`config.mk`:
```
export PLATFORM = sky130hd
export DESIGN_NAME = softstart_seq
export DESIGN_NICKNAME = d
export VERILOG_FILES = /design/src/rtl/softstart_seq.sv
export SDC_FILE = /design/constraint.sdc
export NUM_CORES = 1
export LEC_CHECK = 0
export ABC_CLOCK_PERIOD_IN_PS = 2050
export BUFFER_PORTS_ARGS = -buffer_cell sky130_fd_sc_hd__buf_2
export CAP_MARGIN = 20
export CORE_UTILIZATION = 35
export CTS_BUF_LIST = sky130_fd_sc_hd__clkbuf_8 sky130_fd_sc_hd__clkbuf_16
export DETAILED_ROUTE_END_ITERATION = 8
export PLACE_DENSITY = 0.56
export SLEW_MARGIN = 0
export SYNTH_ARGS = -nofsm -noshare
export SYNTH_HDL_FRONTEND = slang
export SYNTH_SLANG_ARGS = --single-unit
```
`constraint.sdc`:
```
create_clock -name clk -period 2.05 [get_ports clk]
set_clock_uncertainty 0.2 [all_clocks]
set_input_delay 0.205 -clock clk [delete_from_list [all_inputs] [get_ports clk]]
set_output_delay 0.205 -clock clk [all_outputs]
set_load 0.03 [all_outputs]
```
`src/rtl/softstart_seq.sv`:
```
module softstart_seq #(
  parameter int CODE_W     = 8,
  parameter int TICK_W     = 16,
  parameter int START_CODE = 96,
  parameter int FINAL_CODE = 255,
  parameter int STEPS      = 4
) (
  input  logic              clk,
  input  logic              rst,
  input  logic              en,
  input  logic [TICK_W-1:0] step_ticks,
  output logic [CODE_W-1:0] limit_code,
  output logic              ramp_done
);
  localparam int SW = (STEPS > 1) ? $clog2(STEPS) : 1;
  localparam logic [SW-1:0] LAST_STEP = SW'(STEPS - 1);

  function automatic logic [CODE_W-1:0] level(input int k);
    return CODE_W'(START_CODE + ((FINAL_CODE - START_CODE) * k) / (STEPS - 1));
  endfunction

  logic [CODE_W-1:0] lvl [STEPS];
  for (genvar g = 0; g < STEPS; g++) begin : g_lvl
    assign lvl[g] = level(g);
  end

  logic              busy, done;
  logic [SW-1:0]     step;
  logic [TICK_W-1:0] cnt, last;

  wire cnt_end  = (cnt == last);
  wire step_end = (step == LAST_STEP);

  always_ff @(posedge clk) begin
    if (rst) begin
      busy <= 1'b0;
      done <= 1'b0;
      step <= '0;
      cnt  <= '0;
      last <= '0;
    end else if (en) begin
      busy <= 1'b1;
      done <= 1'b0;
      step <= '0;
      cnt  <= '0;
      last <= (step_ticks == '0) ? '0 : step_ticks - TICK_W'(1);
    end else if (busy) begin
      if (cnt_end) begin
        cnt <= '0;
        if (step_end) begin
          busy <= 1'b0;
          done <= 1'b1;
        end else begin
          step <= step + SW'(1);
        end
      end else begin
        cnt <= cnt + TICK_W'(1);
      end
    end
  end

  assign limit_code = done ? CODE_W'(FINAL_CODE) : (busy ? lvl[step] : '0);
  assign ramp_done  = done;

  a_r1_reset_idle: assert property (@(posedge clk)
    rst |=> (limit_code == '0 && !ramp_done));

  a_r7_restart_start: assert property (@(posedge clk) disable iff (rst)
    en |=> (limit_code == CODE_W'(START_CODE) && !ramp_done));

  a_r8_no_drop: assert property (@(posedge clk) disable iff (rst)
    (busy && !en) |=> (limit_code >= $past(limit_code)));

  a_r6_done_sticky: assert property (@(posedge clk) disable iff (rst)
    (ramp_done && !en) |=> (ramp_done && limit_code == CODE_W'(FINAL_CODE)));

  a_r6_done_entry: assert property (@(posedge clk) disable iff (rst)
    (busy && cnt_end && step_end && !en) |=> ramp_done);
endmodule

```
# Yosys cells after proc, flatten, opt, wreduce, memory -nomap -nowiden
# Index checks and enable logic that the tools add are counted.
dict set report classes {
  add_sub_neg 3
  order_cmp 1
  n_eq_ne 2
  muxes 11
  bitwise 2
  reduce_logical 4
}
# cell count
set op_table {}
lappend op_table {{16-bit 2-to-1 mux} 2}
lappend op_table {{8-bit 2-to-1 mux} 4}
lappend op_table {{16-bit by 1-bit adder with 16-bit output, second input constant} 1}
lappend op_table {{8-bit binary-select mux with 2-bit select} 1}
lappend op_table {{16-bit == test} 1}
lappend op_table {{16-bit logical NOT} 1}
lappend op_table {{16-bit by 1-bit subtractor with 16-bit output, second input constant} 1}
lappend op_table {{3-bit AND reduction} 2}
lappend op_table {{1-bit 2-to-1 mux} 4}
lappend op_table {{3-bit greater-or-equal comparator, second input constant} 1}
lappend op_table {{2-bit inverter with 3-bit output} 1}
lappend op_table {{2-bit by 1-bit adder with 2-bit output, second input constant} 1}
lappend op_table {{2-bit == test, second input constant} 1}
lappend op_table {{2-bit OR reduction} 1}
lappend op_table {{1-bit inverter} 1}
dict set report totals {
  reg_bits 36
  input_bits 19
  out_inout_bits 9
  wordCells 28
}

# Longest topological paths before layout
dict set report logic_depth {
  ltp_word 6
  depth_mapped 8
  ltp_nobuf 7
}

# Least setup slack after synthesis
# OpenSTA, ideal clock, no wires.
dict set report synth_path {
  kind {reg2reg}
  startpoint {register cnt[3]}
  endpoint {register step[0]}
  setup_time_ns 0.123
  arrival_ns 1.557
  required_time_ns 1.727
  setup_slack_ns 0.169
  stages_incl_launch_ff 7
  n_path_buf 1
  synth_period_minus_slack_ns 1.881
  path_cell_list {dfxtp_1 > buf_2 > xor2_1 > nor4_2 > nand4_2 > nor3_2 > mux2_1}
}
dict set report synth_between {
  elab_chain_len 2
}
# element line
set synth_lines {}
lappend synth_lines {{from (decl)} 29} ;# logic [TICK_W-1:0] cnt, last;
lappend synth_lines {{from (signal assigned)} 57} ;# cnt <= cnt + TICK_W'(1);
lappend synth_lines {{16-bit == test} 31} ;# wire cnt_end = (cnt == last);
lappend synth_lines {{3-bit AND reduction (no line)} n/a}
lappend synth_lines {{to (signal assigned)} 54} ;# step <= step + SW'(1);
lappend synth_lines {{to (decl)} 28} ;# logic [SW-1:0] step;
# Every way passes these cells.
# A chain may end at the register's enable or synchronous reset.

# Final worst setup path
dict set report layout_path {
  startpoint {register cnt[11]}
  endpoint {register step[0]}
}
# The elaborated chain is that of the path after synthesis.

==> results_dict.tcl <==
set metrics [dict create \
    gp_congestion 0.727 \
    diodes 0 \
    min-delay-start "step_ticks[6]" \
    critPathMaxFanout 4 \
    slew_headroom_pct 72.5 \
    path_class "flip-flop to flip-flop" \
    ys_seq_area_share_pct 36.5 \
    synth_edf_count 0 \
    clockBufferDepth 2 \
    leakage_nw 0.978 \
    final-seq-area_um2 724 \
    num-fill-cells 565 \
    layout-drive-gt1-share_pct 24.0 \
    crit_family "simple AND/OR/NAND/NOR gates" \
    worst_slew_pin_slew_ns 0.409 \
    hpwl_um 3290 \
    grt_pass1_wl_um 7330 \
    hold_path_depth 3 \
    grt_overflow 0 \
    grt.total_usage_pct 15.7 \
    cp_cell_sequence "xor2_1 > nor4_1 > nand4_2 > nor3_2 > mux2_1" \
    die_x_um 77.2 \
    path_clk_slew_ns 0.08 \
    synthArstFlopShare_pct 0 \
    rsz0062_at_grt "no" \
    root_buffer "clkbuf_8" \
    nNetsFinal 299 \
    start_util_pct 37.5 \
    htreeDepth 2 \
    yosysWarningCount 0 \
    multiInputGateArea_um2 1180 \
    syn_to_final_growth_pct 20.6 \
    fin_cells 345 \
    vias_per_cell 4.70 \
    timing.rr.end "step[0]" \
    antenna_found_initial 0 \
    maxCapViolCount 0 \
    final-hold-violation-count 0 \
    ys_ff_latch 36 \
    powerDensity_nw_per_um2 586 \
    ys.flop_type "dfxtp_1" \
    drc_errors 0 \
    min_path_type "input pin to flip-flop" \
    io_buffers 27 \
    drv_slew 0 \
    tns_ns 0 \
    num_vias 1620 \
    netlist_area_um2 1980 \
    critPathBufInv 0 \
    r2r_cells 5 \
    cts_buffers 5 \
    period_needed_ns 1.91 \
    fin_crit_sh_pct 93.1 \
    die_h_um 77.2 \
    crit_path_end_kind "flip-flop" \
    finalSetupViolations 0 \
    cpMaxStageDelayCell "dfxtp_1" \
    hold_end "last[6]" \
    total_power_mw 1.40 \
    routedWlPerCell_um 12.3 \
    core_area_um2 5270 \
    syn_inst 233 \
    status "complete, no violations" \
    drtIter0Drc 78 \
    routed_wl_um 4230 \
    cp.required_ns 2.03 \
    max_stage_delay_ns 0.34 \
    ys_types 43 \
    place_inst 335 \
    grt_pass1_vias 1520 \
    die_area_um2 5950 \
    dp_slack_ns 0.0320 \
    grt_start_max_net_pins 15 \
    layout_common_cells "dfxtp_1, nand2_1, nor2_1, buf_2, xor2_1" \
    arrival_ns 1.88 \
    reg2reg_setup_slack_ns 0.14 \
    firstDrtPassIters 4 \
    layout_commonest_cell "dfxtp_1" \
    syn-num-nets 257 \
    antenna_left 0 \
    clkLatencyLatePin_ns 0.29 \
    r2r_start "cnt[11]" \
    ioPinCount 28 \
    rows 26 \
    final_core_util_pct 45.3 \
    max_freq_ghz 0.524 \
    setup_slack_ns 0.142 \
    syn_avg_cell_area_um2 8.48 \
    cts_tree "yes" \
    cp-start-kind "flip-flop" \
    numClockSinks 36 \
    ir_drop_mv 0.302 \
]
[area by class of cell]
cell class / instances / area share [%]
Sequential cell: 36 / 30.4
Timing Repair Buffer: 44 / 11.9
Clock inverter: 2 / 0.525
Multi-Input combinational cell: 180 / 49.4
Tap cell: 70 / 3.67
Inverter: 8 / 1.26
Clock buffer: 5 / 2.89
[worst reg2reg max path, cell delays in order, from the launching register on]
cell	delay (ns)
dfxtp_1	0.34
xor2_1	0.16
nor4_1	0.34
nand4_2	0.21
nor3_2	0.18
mux2_1	0.34
[what timing repair did]
action,CTS,global route
endpoints found under the setup margin,0,1
hold buffers,3,0
buffers inserted,0,0
gates resized for setup,0,4
endpoints found under the hold margin,4,0
[registers in the layout, summed over array words and instances, names as in the netlist]
name,flops
ramp_done,1
busy,1
cnt,16
step,2
last,16
[routing by layer]
layer | global-route usage [%] | wire, um | vias up
li1 | - | - | 868
met1 | 21.8 | 2220 | 722
met5 | 0 | 0 | -
met3 | 3.21 | 98 | 6
met4 | 6.23 | 71 | 0
met2 | 23.5 | 1840 | 24
[stage by stage]
| stage | cell area [um^2] | hold slack [ns] |
|---|---|---|
| floorplan | 1980 | 0.0741 |
| global placement | 2260 | 0.248 |
| detailed placement | 2260 | 0.253 |
| CTS | 2370 | 0.0430 |
| global route | 2380 | 0.0647 |
| finish | 2380 | 0.0468 |
[report_power, final]
part	switching (mW)	internal, mW	total, mW
Combinational	0.0954	0.0786	0.174
Sequential	0.0178	0.722	0.740
Clock	0.254	0.230	0.484
[worst max path at each step]
stage / from / cells past startpoint / end
after CTS: cnt[3] / 5 / step[0]
after detailed placement: step_ticks[12] / 6 / last[3]
after global placement: step_ticks[0] / 8 / last[4]
after floorplan: cnt[3] / 6 / step[0]
final: cnt[11] / 5 / step[0]
after global routing: cnt[10] / 5 / step[0]
[kinds of logic after synthesis]
group           share of synthesized area [%]
xor+xnor                                 17.3
compound gates                           9.49
fa+ha+maj                                3.16
mux                                      1.08
buf+inv                                  4.24
simple gates                             28.3
flops                                    36.5
[synthesized netlist by cell type (2+ instances only)]
cell,number,area [um^2]
a21o_1,2,15.0
a21oi_1,4,20.0
and3_1,2,12.5
buf_4,5,37.5
clkbuf_1,3,11.3
dfxtp_1,36,721
ha_1,5,62.6
inv_1,8,30.0
nand2_1,30,113
nand2b_1,3,18.8
nand3_1,4,20.0
nand3b_1,2,15.0
nand4_1,5,31.3
nand4_2,2,25.0
nor2_1,27,101
nor2b_1,2,12.5
nor3_1,6,30.0
nor3_2,3,30.0
nor3b_1,3,22.5
nor4_1,4,25.0
nor4_2,3,37.5
o21a_1,2,15.0
o21ai_0,13,65.1
o21bai_1,3,22.5
xnor2_1,16,140
xor2_1,23,201
Power figures use the tool's default switching activity.
